===== config.mk =====
export PLATFORM = sky130hd
export DESIGN_NAME = prelen_splitter
export DESIGN_NICKNAME = d
export VERILOG_FILES = /design/src/rtl/prelen_pkg.sv /design/src/rtl/prelen_lenq.sv /design/src/rtl/prelen_classify.sv /design/src/rtl/prelen_splitter.sv
export SDC_FILE = /design/constraint.sdc
export NUM_CORES = 1
export LEC_CHECK = 0
export BUFFER_PORTS_ARGS = -buffer_cell sky130_fd_sc_hd__buf_4
export CORE_MARGIN = 4
export CORE_UTILIZATION = 43
export CTS_CLUSTER_DIAMETER = 50
export DETAILED_ROUTE_END_ITERATION = 6
export PLACE_DENSITY = 0.86
export SYNTH_ARGS = -nofsm -noshare
export SYNTH_HDL_FRONTEND = slang
export SYNTH_SLANG_ARGS = --single-unit

===== constraint.sdc =====
create_clock -name clk -period 3.45 [get_ports clk]
set_input_delay 0.5175 -clock clk [delete_from_list [all_inputs] [get_ports clk]]
set_output_delay 0.5175 -clock clk [all_outputs]
set_load 0.01 [all_outputs]

===== src/rtl/prelen_pkg.sv =====
package prelen_pkg;

   localparam int HALF_W = 16;
   localparam int WORD_W = 32;

   typedef enum logic [1:0] {
      SLOT_WORD   = 2'd0,
      SLOT_HALF   = 2'd1,
      SLOT_SWITCH = 2'd2
   } slot_e;

endpackage


===== src/rtl/prelen_lenq.sv =====
module prelen_lenq #(
   parameter int NBITS = 10,
   parameter int CNT_W = 4
) (
   input  logic             clk,
   input  logic             rst_n,
   input  logic             clear,
   input  logic             restore,
   input  logic [NBITS-1:0] rbits,
   input  logic [CNT_W-1:0] rcnt,
   input  logic             load,
   input  logic [NBITS-1:0] lbits,
   input  logic             advance,
   output logic [NBITS-1:0] bits,
   output logic [CNT_W-1:0] cnt
);

   localparam logic [CNT_W-1:0] FULL = CNT_W'(NBITS);

   logic [CNT_W-1:0] cnt_q, cnt_d, rcnt_clip;
   logic [NBITS-1:0] bits_q, bits_d;

   assign rcnt_clip = (rcnt > FULL) ? FULL : rcnt;

   always_comb begin
      if (clear)                          cnt_d = '0;
      else if (restore)                   cnt_d = rcnt_clip;
      else if (load)                      cnt_d = FULL;
      else if (advance && cnt_q != '0)    cnt_d = cnt_q - CNT_W'(1);
      else                                cnt_d = cnt_q;
   end

   for (genvar i = 0; i < NBITS; i++) begin : g_bit
      logic upper;
      if (i == NBITS - 1) begin : g_top
         assign upper = 1'b0;
      end else begin : g_mid
         assign upper = bits_q[i+1];
      end
      always_comb begin
         if (clear)        bits_d[i] = 1'b0;
         else if (restore) bits_d[i] = rbits[i];
         else if (load)    bits_d[i] = lbits[i];
         else if (advance) bits_d[i] = upper;
         else              bits_d[i] = bits_q[i];
      end
   end

   always_ff @(posedge clk) begin
      if (!rst_n) begin
         cnt_q  <= '0;
         bits_q <= '0;
      end else begin
         cnt_q  <= cnt_d;
         bits_q <= bits_d;
      end
   end

   assign bits = bits_q;
   assign cnt  = cnt_q;

endmodule


===== src/rtl/prelen_classify.sv =====
module prelen_classify #(
   parameter int          OPC_W      = 6,
   parameter int unsigned SWITCH_OPC = 5
) (
   input  logic [OPC_W-1:0]     opc,
   input  logic [1:0]           hw,
   input  logic                 pend,
   input  logic                 head16,
   output prelen_pkg::slot_e    slot,
   output logic                 ready
);
   import prelen_pkg::*;

   logic opc_hit;
   assign opc_hit = (opc == OPC_W'(SWITCH_OPC));

   always_comb begin
      if (pend && head16) begin
         slot  = SLOT_HALF;
         ready = (hw >= 2'd1);
      end else begin
         slot  = opc_hit ? SLOT_SWITCH : SLOT_WORD;
         ready = (hw >= 2'd2);
      end
   end

endmodule


===== src/rtl/prelen_splitter.sv =====
module prelen_splitter #(
   parameter int          OPC_W      = 6,
   parameter int unsigned SWITCH_OPC = 5,
   localparam int         NBITS      = 32 - 16 - OPC_W,
   localparam int         CNT_W      = $clog2(NBITS + 1)
) (
   input  logic             clk,
   input  logic             rst_n,
   input  logic [31:0]      win_data,
   input  logic [1:0]       win_hw,
   input  logic             redirect,
   input  logic             restore_en,
   input  logic [NBITS-1:0] restore_bits,
   input  logic [CNT_W-1:0] restore_cnt,
   output logic [31:0]      insn,
   output logic             insn_is16,
   output logic             insn_valid,
   output logic [1:0]       consume,
   output logic [NBITS-1:0] ctx_bits,
   output logic [CNT_W-1:0] ctx_cnt
);
   import prelen_pkg::*;

   localparam int EMB_HI = WORD_W - 1 - OPC_W;

   if (OPC_W < 1 || OPC_W > 15) begin : g_bad_opc_w
      $error("prelen_splitter: OPC_W must be 1..15");
   end
   if (SWITCH_OPC >= (1 << OPC_W)) begin : g_bad_opc
      $error("prelen_splitter: SWITCH_OPC does not fit OPC_W");
   end

   slot_e slot;
   logic  ready, fire, busy;
   logic [NBITS-1:0] q_bits;
   logic [CNT_W-1:0] q_cnt;

   prelen_classify #(
      .OPC_W      (OPC_W),
      .SWITCH_OPC (SWITCH_OPC)
   ) u_classify (
      .opc    (win_data[WORD_W-1 -: OPC_W]),
      .hw     (win_hw),
      .pend   (q_cnt != '0),
      .head16 (q_bits[0]),
      .slot   (slot),
      .ready  (ready)
   );

   assign busy = redirect | restore_en;
   assign fire = ready & ~busy;

   prelen_lenq #(
      .NBITS (NBITS),
      .CNT_W (CNT_W)
   ) u_lenq (
      .clk     (clk),
      .rst_n   (rst_n),
      .clear   (redirect),
      .restore (restore_en),
      .rbits   (restore_bits),
      .rcnt    (restore_cnt),
      .load    (fire && slot == SLOT_SWITCH),
      .lbits   (win_data[NBITS-1:0]),
      .advance (fire && slot != SLOT_SWITCH),
      .bits    (q_bits),
      .cnt     (q_cnt)
   );

   always_comb begin
      unique case (slot)
         SLOT_HALF:   insn = {{HALF_W{1'b0}}, win_data[WORD_W-1 -: HALF_W]};
         SLOT_SWITCH: insn = {{HALF_W{1'b0}}, win_data[EMB_HI -: HALF_W]};
         default:     insn = win_data;
      endcase
   end

   assign insn_is16  = (slot != SLOT_WORD);
   assign insn_valid = fire;
   assign consume    = !fire ? 2'd0 : (slot == SLOT_HALF) ? 2'd1 : 2'd2;
   assign ctx_bits   = q_bits;
   assign ctx_cnt    = q_cnt;

endmodule


* Word level (Yosys, flattened, before mapping)
Cells that the tools add are included.
Storage, ports and cells: output and inout port bits 50, bits of input ports 52, register bits 14
Operators by class: reductions and logical operators 9, equal/unequal tests 4, multiplexer cells 40, $add $sub $neg 1, bitwise gates (word level) 4, magnitude comparators 3
Operators with widths (number):
- $pmux 32 s2 | 1
- $mux 1 | 31
- $mux 4 | 4
- $mux 2 | 4
- $eq 6x3->1 const B | 1
- $reduce_bool 3->1 | 2
- $gt 4x4->1 const B | 1
- $logic_and 1x1->1 | 4
- $reduce_bool 4->1 | 1
- $sub 4x1->4 const B | 1
- $eq 2x1->1 const B | 1
- $eq 2x2->1 const B | 1
- $ge 2x1->1 const B | 1
- $ge 2x2->1 const B | 1
- $ne 2x2->1 const B | 1
- $not 1->1 | 2
- $reduce_bool 2->1 | 1
- $reduce_or 2->1 | 1
- $and 1x1->1 | 1
- $or 1x1->1 | 1

* Logic depth before layout (Yosys ltp)
Gate-level depths: netlist of the first run.
depth after elaboration 9, depth in mapped cells 7

* By module
Synthesis of the first run repeated with hierarchy kept, for this count alone.
Unflattened totals: cells, all modules 201, area, all modules 1496.4 µm²
By module, submodules not included:
- prelen_lenq | area each 935.9 µm², instances 1, cells an instance 111
- prelen_splitter | area each 511.7 µm², instances 1, cells an instance 86
- prelen_classify | area each 48.8 µm², instances 1, cells an instance 4

* Worst setup path after synthesis of the first run
OpenSTA, ideal clock, no wires.
path kind input -> output, from input port win_data[31], to output port insn[16], data required time 2932 ps, stages 5, data arrival time 1963 ps, path slack 970 ps, path through or4b_4 -> or2_2 -> buf_4 -> clkbuf_1 -> and3_1
Between the ends: cells in the longest elaborated chain, start to end 5
Ends and longest elaborated chain:
- from (decl) | line prelen_splitter.sv:9 | input logic [31:0] win_data,
- $eq 6x3->1 * | line prelen_classify.sv:15 | assign opc_hit = (opc == OPC_W'(SWITCH_OPC));
- $mux 2 * | line prelen_classify.sv:22 | slot = opc_hit ? SLOT_SWITCH : SLOT_WORD;
- $mux 2 * | line prelen_classify.sv:18 | if (pend && head16) begin
- $eq 2x2->1 or $eq 2x1->1 (tied branches) | line prelen_splitter.sv:71 | unique case (slot)
- $pmux 32 s2 * | line prelen_splitter.sv:71
- to (decl) | line prelen_splitter.sv:15 | output logic [31:0] insn,
Every way passes the cells marked *; elsewhere a longest branch is shown, timed or not.

* Final worst setup path of the first run
from input port win_data[31], to output port insn[4]
Same word-level chain as after synthesis.

==> results of run 1 <==
power by group through the flow:
stage / logic [W] / clock network [W] / registers [W]
floorplan: 0.0000929 / 0 / 0.000183
global route: 0.000239 / 0.000131 / 0.000179
CTS: 0.000222 / 0.000124 / 0.000177
finish: 0.000222 / 0.000126 / 0.000177
global placement: 0.000217 / 0 / 0.000181
detailed placement: 0.000220 / 0 / 0.000181
placed cells by master, fill, tap and decap left out, types with 4 or more instances in the layout:
cell      count
nor2_1       20
nor3_1       11
o21ai_0      15
and3_1       13
o221ai_1      8
a21oi_1      18
nand2_1      14
buf_4       103
mux2i_1      16
dfxtp_1      14
nand2b_1      4
final cells by class:
| cell class | instances | share of cell area (%) |
|---|---|---|
| Inverter | 3 | 0.532 |
| Sequential cell | 14 | 13.2 |
| Tap cell | 31 | 1.83 |
| Multi-Input combinational cell | 153 | 46.2 |
| Clock buffer | 4 | 1.71 |
| Timing Repair Buffer | 103 | 36.5 |
how the worst min path moves through the flow:
stage / endpoint / slack [ns] / cells after the start
2_1_floorplan: u_lenq.cnt[3] / 0.54 / 2
3_3_place_gp: u_lenq.cnt[3] / 0.52 / 2
3_5_place_dp: u_lenq.cnt[3] / 0.53 / 2
4_1_cts: u_lenq.bits[3] / 0.42 / 3
5_1_grt: u_lenq.bits[0] / 0.43 / 2
6_report: u_lenq.bits[1] / 0.42 / 3
worst max-delay path: stages:
cell     delay, ns
buf_4         0.12
or4b_4        0.59
or2_2         0.59
mux2i_1       0.20
a21oi_1       0.18
buf_4         0.15
cell families (layout without fill, tap and decap cells):
group / after synthesis / after routing / synth area share [%]
simple gates: 78 / 78 / 30.2
xor+xnor: 1 / 1 / 0.655
flops: 14 / 14 / 21.0
compound gates: 57 / 57 / 29.3
buf+inv: 17 / 110 / 5.99
mux: 16 / 16 / 12.0
fa+ha+maj: 1 / 1 / 0.935
layer usage:
layer | up-vias | routed length [um] | share of wire [%] | track usage (%)
met5 | - | 0 | 0 | 0
met4 | 0 | 103 | 2.0 | 6.47
met3 | 12 | 458 | 8.9 | 8.06
met2 | 79 | 2540 | 49 | 42.5
met1 | 782 | 2070 | 40 | 28.5
li1 | 877 | - | - | -
metrics by stage:
stage / worst slack (ns) / cell area [sq um] / instances / utilization (%)
floorplan: 0.970 / 1340 / 184 / -
global placement: 0.634 / 2080 / 304 / 72.9
detailed placement: 0.611 / 2080 / 304 / 72.9
CTS: 0.603 / 2120 / 308 / 74.2
global route: 0.520 / 2120 / 308 / 74.2
finish: 0.588 / 2120 / 308 / 74.2
sequential cells by signal, indices dropped and copies added (netlist names):
register     cells
u_lenq.bits     10
u_lenq.cnt       4
==> out/qor.yml, run 1 <==
clock_tree:
  cts_sinks: 14
  cts_tree: "done"
  clk_pin_slew_worst_paths_ns: 0.09
  cts_buffers: 3
  root_buffer: "clkbuf_4"
  cts_resized: 0
  postCtsSetupBuffers: 0
  ctsHoldBuffers: 0
  clk_path_buf_depth: 2
  cts_max_level: 1
  insertion_delay_ns: 0.29
timing:
  holdWs_ns: 0.420
  period_minus_slack_ns: 2.86
  tightest_slew_ns: 0.814
  setup_viol: 0
  finalSetupTns_ns: 0
  skew_ns: 0.00441
  rsz0062_at_grt: "false"
  finalHoldViolCount: 0
  slew_violations: 0
  min_period_over_period_pct: 83.0
  slew_headroom_pct: 45.7
  clock.fmax_ghz: 0.349
power_and_ir_drop:
  p_seq_share_pct: 33.8
  power.total_w: 0.000525
  vdd_ir_drop_max_uv: 229
  power.leakage_nw: 1.07
  combPwrFrac_pct: 42.3
  netSwitchingPower_w: 0.000175
  pwr_density_cell_nw_per_um2: 248
  pwr-share-clk_pct: 24.0
  intPower_w: 0.000350
  swShare_pct: 33.3
critical_path:
  cp-end-kind: "output pin"
  r2r_slack_ns: 0.93
  start_kind: "input port"
  critPathArrivalTime_ns: 2.34
  r2r-end: "u_lenq.cnt[2]"
  crit_fanout: 29
  reg2regPathDepth: 6
  path_class: "input port to output pin"
  cp-endpoint: "insn[4]"
  cp-startpoint: "win_data[31]"
  r2r-start: "u_lenq.cnt[0]"
  cp_data_required_time_ns: 2.93
final_layout:
  final-seq-area_sq_um: 280
  area_growth_pct: 58.3
  final_nets: 331
  drive_above_1_share_pct: 41.2
  n_fill_cell: 246
  diodes: 0
  multi_input_area_sq_um: 977
placement:
  place.gp.congestion: 0.871
  port_buffers: 101
  dp_hpwl_mm: 4.01
die:
  initial_core_util_pct: 46.9
  row_count: 19
  die_area_sq_um: 4070
  die_x_um: 63.8
  die_h_um: 63.8
  io-pin-count: 102
  fp.coreArea_sq_um: 2850
yosys:
  synth.area.top_cells: "dfxtp_1 21%, mux2i_1 12%, a21oi_1 6.7%, and3_1 6.1%, nor2_1 5.6%"
  synth.largest_area_cell: "dfxtp_1"
  ys.flop_type: "dfxtp_1"
  yosysWarnings: 0
  synth_cell_types: 40
  yosysSeqAreaShare_pct: 21.0
  synth_top_area_share_pct: 21.0
  synth_seq_cells: 14
  syn_area_per_cell_sq_um: 7.27
  synth_edf_count: 0
  syn_nets: 237
  syn_area_sq_um: 1340
  async_reset_ff_share_pct: 0
  synth.most_common_cell: "nor2_1"
  synthCells: 184
  synthTopCellsByCount: "20 x nor2_1, 18 x a21oi_1, 16 x mux2i_1"
global_route:
  antenna_found_initial: 0
  grt_pass1_wl_mm: 8.01
  overflow: 0
  first_global_vias: 1717
  grt_util_all_layers_pct: 24.3
  grt_max_degree: 51
status:
  status: "finished clean"
worst_hold_path:
  worstHoldStart: "restore_bits[1]"
  worstHoldPathType: "input port to flip-flop"
drt:
  drcViolationCount: 0
  vias: 1750
  via_per_inst: 5.68
  drtIter0Drc: 110
  dr.pass1.iters: 4
  drt-wirelength-per-cell_um: 16.8
  routed_wl_mm: 5.17
  drtAntennaViolNets: 0
flow_run:
  drv_cap: 0
No activity file was read; power rests on OpenSTA's default activity.
==> inputs of run 2 (changes only) <==
--- a/config.mk
+++ b/config.mk
@@ -7,10 +7,10 @@
 export LEC_CHECK = 0
 export BUFFER_PORTS_ARGS = -buffer_cell sky130_fd_sc_hd__buf_4
 export CORE_MARGIN = 4
-export CORE_UTILIZATION = 43
+export CORE_UTILIZATION = 36
 export CTS_CLUSTER_DIAMETER = 50
 export DETAILED_ROUTE_END_ITERATION = 6
-export PLACE_DENSITY = 0.86
+export PLACE_DENSITY = 0.76
 export SYNTH_ARGS = -nofsm -noshare
 export SYNTH_HDL_FRONTEND = slang
 export SYNTH_SLANG_ARGS = --single-unit
==> constraint.sdc (replaced) <==
create_clock -name clk -period 2.5 [get_ports clk]
set_input_delay 0.375 -clock clk [delete_from_list [all_inputs] [get_ports clk]]
set_output_delay 0.375 -clock clk [all_outputs]
set_load 0.01 [all_outputs]
==> run 2 against run 1 <==
Net effect:
- sequential share of layout area down 0.77 points
- total power up 50%
- die area increased by 17%
- clock skew rose by 0.00054 ns
- utilization fell by 9.1 points
- critical path type is now flip-flop to output pin
- largest cell class unchanged
==> out/qor.yml, run 2 (synthesized netlist as in run 1, its figures left out) <==
status:
  status: "finished clean"
critical_path:
  reg2regPathDepth: 7
  r2r-end: "u_lenq.bits[0]"
  critPathArrivalTime_ns: 2.01
  cp-end-kind: "output pin"
  crit_fanout: 24
  r2r_slack_ns: 0.26
  start_kind: "flip-flop"
  slowest_delay_ns: 0.44
  r2r-start: "u_lenq.cnt[0]"
  cpMaxStageDelayCell: "or3b_4"
  path_class: "flip-flop to output pin"
  path_cells: "inv_1 -> ha_2 -> or3b_4 -> nand2_4 -> bufbuf_16 -> and3_1 -> buf_4"
  cp_data_required_time_ns: 2.12
drt:
  drtIter0Drc: 161
  dr.pass1.iters: 4
  drcViolationCount: 0
  via_per_inst: 5.51
  routed_wl_mm: 5.41
  drt-wirelength-per-cell_um: 16.4
  drtAntennaViolNets: 0
  vias: 1814
power_and_ir_drop:
  power.leakage_nw: 1.15
  vdd_ir_drop_max_uv: 239
  pwr_density_cell_nw_per_um2: 349
placement:
  port_buffers: 101
  dp_hpwl_mm: 4.18
  place.gp.congestion: 0.842
  dpl_worst_slack_ns: -0.0488
final_layout:
  largest_register_ffs: 10
  diodes: 0
  final_common_cell: "buf_4"
  area_growth_pct: 68.8
  final_util_pct: 65.1
  final_nets: 337
  final_cell_mix: "107 x buf_4, 20 x nor2_1, 16 x mux2i_1, 16 x a21oi_1, 15 x o21ai_0"
  drive_above_1_share_pct: 44.2
timing:
  finalHoldViolCount: 0
  setup_slack_ns: 0.113
  slew_headroom_pct: 53.0
  skew_ns: 0.00495
  slew_violations: 0
  min_period_over_period_pct: 95.5
  setup_viol: 0
  rsz0062_at_grt: "false"
  tightest_slew_ns: 0.703
  period_minus_slack_ns: 2.39
  clock.fmax_ghz: 0.419
clock_tree:
  insertion_delay_ns: 0.25
  root_buffer: "clkbuf_8"
  clk_path_buf_depth: 2
  clk_pin_slew_worst_paths_ns: 0.06
  cts_max_level: 1
  cts_sinks: 14
  ctsHoldBuffers: 0
  cts_tree: "done"
  cts_buffers: 3
die:
  initial_core_util_pct: 38.6
  die_h_um: 69.0
  die_area_sq_um: 4750
  die_x_um: 69.0
  fp.coreArea_sq_um: 3470
  row_count: 21
  io-pin-count: 102
worst_hold_path:
  worstHoldStart: "restore_bits[1]"
  hold_end: "u_lenq.bits[1]"
  worstHoldPathType: "input port to flip-flop"
  holdPathStages: 3
flow_run:
  drv_cap: 0
global_route:
  overflow: 0
  grt_util_all_layers_pct: 23.3
  grt_max_degree: 30
  first_global_vias: 1679
  grt_pass1_wl_mm: 8.32
  antenna_found_initial: 0
## run 2: report_power, final
| part | internal (W) | total [W] | switching [W] | leakage, nW |
|---|---|---|---|---|
| Combinational | 0.000172 | 0.000320 | 0.000148 | 1.00 |
| Sequential | 0.000234 | 0.000246 | 0.0000119 | 0.115 |
| Clock | 0.000140 | 0.000223 | 0.0000834 | 0.0288 |
| Total | 0.000545 | 0.000788 | 0.000243 | 1.15 |
## run 2: cell type report
class	count	area, sq um
Timing Repair Buffer	109	856
Tap cell	46	57.6
Sequential cell	14	282
Multi-Input combinational cell	153	997
Clock buffer	4	55.1
Inverter	3	11.3
Fill cell	351	1210
## run 2: critical path, delay by kind of cell (launching register included)
family	cells	cell delay (ns)
fa+ha+maj	1	0.21
buf+inv	3	0.48
flops	1	0.35
simple gates	3	0.72
## run 2: layer usage
metal / GRT usage [%] / wire, um / vias up
met4: 3.65 / 46 / 0
met2: 38.3 / 2690 / 61
li1: - / - / 884
met1: 31.0 / 2320 / 863
met3: 6.16 / 353 / 6
met5: 0 / 0 / -
## run 2: worst max path at each step
stage                  start  endpoint  cells after the start
3_5_place_dp    win_data[31]  insn[14]                      6
4_1_cts        u_lenq.cnt[0]  insn[26]                      7
3_3_place_gp    win_data[31]  insn[14]                      6
6_report       u_lenq.cnt[0]  insn[26]                      7
5_1_grt        u_lenq.cnt[1]  insn[21]                      7
2_1_floorplan   win_data[31]  insn[16]                      5
## run 2: stage by stage
stage	instance area (sq um)	hold WS, ns	total power [W]	std cells	TNS, ns
6_report	2260	0.326	0.000788	329	0
5_1_grt	2260	0.335	0.000832	329	0
4_1_cts	2240	0.321	0.000788	329	0
3_5_place_dp	2150	0.518	0.000561	324	-0.0616
3_3_place_gp	2150	0.514	0.000558	324	-0.0462
2_1_floorplan	1340	0.484	0.000380	184	0
## run 2: repair_timing
item | in CTS | in global routing
setup endpoints to repair | 2 | 16
pin swaps | 0 | 0
resized for setup | 2 | 5
gates cloned | 1 | 0
buffers inserted | 0 | 0
hold endpoints to repair | 0 | 0
==> inputs of run 3 (changes only) <==
--- a/config.mk
+++ b/config.mk
@@ -6,11 +6,12 @@
 export NUM_CORES = 1
 export LEC_CHECK = 0
 export BUFFER_PORTS_ARGS = -buffer_cell sky130_fd_sc_hd__buf_4
+export CORE_ASPECT_RATIO = 1.5
 export CORE_MARGIN = 4
-export CORE_UTILIZATION = 36
+export CORE_UTILIZATION = 43
 export CTS_CLUSTER_DIAMETER = 50
 export DETAILED_ROUTE_END_ITERATION = 6
-export PLACE_DENSITY = 0.76
+export PLACE_DENSITY = 0.86
 export SYNTH_ARGS = -nofsm -noshare
 export SYNTH_HDL_FRONTEND = slang
 export SYNTH_SLANG_ARGS = --single-unit
==> constraint.sdc (replaced) <==
create_clock -name clk -period 2.84 [get_ports clk]
set_input_delay 0.426 -clock clk [delete_from_list [all_inputs] [get_ports clk]]
set_output_delay 0.426 -clock clk [all_outputs]
set_load 0.01 [all_outputs]
==> run 3 against run 2 <==
Net effect:
- global-route usage grew 1.4 points
- clock-buffer cell count is the same
- first-iteration DRC count shrank 55%
- via count shrank 2.7%
- largest cell class unchanged
- highest routed layer unchanged
==> out/qor.yml, run 3 (synthesized netlist as in run 1, its figures left out) <==
timing:
  clock.fmax_ghz: 0.371
  min_period_over_period_pct: 94.9
  slew_violations: 0
  setup_viol: 0
  skew_ns: 0.00117
  finalSetupTns_ns: 0
  finalHoldViolCount: 0
  slew_headroom_pct: 52.5
  rsz0062_at_grt: "false"
  period_minus_slack_ns: 2.70
  holdWs_ns: 0.370
  tightest_slew_ns: 0.710
power_and_ir_drop:
  intPower_w: 0.000470
  netSwitchingPower_w: 0.000208
  power.leakage_nw: 1.09
  swShare_pct: 30.7
  p_seq_share_pct: 31.8
  combPwrFrac_pct: 39.3
  pwr_density_cell_nw_per_um2: 315
  power.total_w: 0.000678
  pwr-share-clk_pct: 28.9
  vdd_ir_drop_max_uv: 200
critical_path:
  crit_fanout: 29
  cpMaxStageDelayCell: "or4b_4"
  slowest_delay_ns: 0.57
  cp_data_required_time_ns: 2.41
  start_kind: "input port"
  path_class: "input port to output pin"
  cp-end-kind: "output pin"
  path_cells: "buf_4 -> or4b_4 -> or2_2 -> mux2i_1 -> a21oi_1 -> buf_4"
  critPathArrivalTime_ns: 2.27
  r2r_slack_ns: 0.56
  cp_common_cell: "buf_4"
drt:
  drtAntennaViolNets: 0
  dr.pass1.iters: 4
  drtIter0Drc: 73
  routed_wl_mm: 4.97
  drt-wirelength-per-cell_um: 15.7
  vias: 1765
  drcViolationCount: 0
  via_per_inst: 5.57
clock_tree:
  root_buffer: "clkbuf_8"
  insertion_delay_ns: 0.25
  clk_path_buf_depth: 2
  cts_sinks: 14
  cts_buffers: 3
  postCtsSetupBuffers: 0
  cts_max_level: 1
  ctsHoldBuffers: 0
  clk_pin_slew_worst_paths_ns: 0.06
  cts_tree: "done"
  cts_resized: 0
global_route:
  overflow: 0
  top_usage_layer: "met2"
  met3_usage_pct: 7.05
  grt_util_met1_pct: 29.5
  antenna_found_initial: 0
  grt_max_degree: 51
  grt_pass1_wl_mm: 7.78
  grt_util_all_layers_pct: 24.7
  met2_usage_pct: 41.3
  first_global_vias: 1686
final_layout:
  area_growth_pct: 61.0
  multi_input_area_sq_um: 977
  final_cell_mix: "104 x buf_4, 20 x nor2_1, 18 x a21oi_1"
  n_fill_cell: 271
  final_common_cell: "buf_4"
  final-seq-area_sq_um: 280
  drive_above_1_share_pct: 41.4
  final_util_pct: 73.2
  final_nets: 332
  diodes: 0
  largest_register_ffs: 10
  final_area_sq_um: 2150
die:
  initial_core_util_pct: 45.5
  row_count: 24
  die_h_um: 76.3
  io-pin-count: 102
  die_area_sq_um: 4080
  fp.coreArea_sq_um: 2940
  die_x_um: 53.5
placement:
  port_buffers: 101
  place_area_sq_um: 2100
  dp_hpwl_mm: 4.04
  place.gp.congestion: 0.798
worst_hold_path:
  worstHoldPathType: "input port to flip-flop"
flow_run:
  drv_cap: 0
status:
  status: "finished clean"
[run 3: worst paths after layout]
| path | end | cells after the start | startpoint |
|---|---|---|---|
| worst max-delay path | insn[15] | 6 | win_data[31] |
| worst min-delay path | u_lenq.bits[8] | 3 | restore_bits[8] |
| worst max register to register | u_lenq.bits[7] | 7 | u_lenq.cnt[0] |
| worst min register to register | u_lenq.cnt[3] | 2 | u_lenq.cnt[3] |
[run 3: critical path: cells and delay by family]
family | cells | cell delay, ns
AND/OR/NAND/NOR | 2 | 1.14
buffers and inverters | 2 | 0.28
AO/OA/AOI/OAI | 1 | 0.23
multiplexers | 1 | 0.19
[run 3: cell type report]
cell class	count	area share, %
multi-input cells	153	45.4
repair buffers	104	36.3
flip-flops and latches	14	13.0
clock buffers	4	2.56
well taps	39	2.27
inverters	3	0.523
[run 3: through the flow]
| stage | setup slack [ns] | std cells |
|---|---|---|
| floorplan | 0.543 | 184 |
| global placement | 0.138 | 313 |
| detailed placement | 0.142 | 313 |
| CTS | 0.136 | 317 |
| global route | 0.0624 | 317 |
| finish | 0.145 | 317 |
[run 3: metal layers]
layer	share of wire, %	up-vias
met5	0	-
met4	1.7	0
met3	12	7
met2	49	94
met1	38	784
li1	-	880
[run 3: power groups by stage]
stage	clock, W	sequential (W)	combinational, W
2_1_floorplan	0	0.000222	0.000113
3_3_place_gp	0	0.000220	0.000264
3_5_place_dp	0	0.000220	0.000265
4_1_cts	0.000192	0.000216	0.000268
5_1_grt	0.000202	0.000217	0.000290
6_report	0.000196	0.000216	0.000266
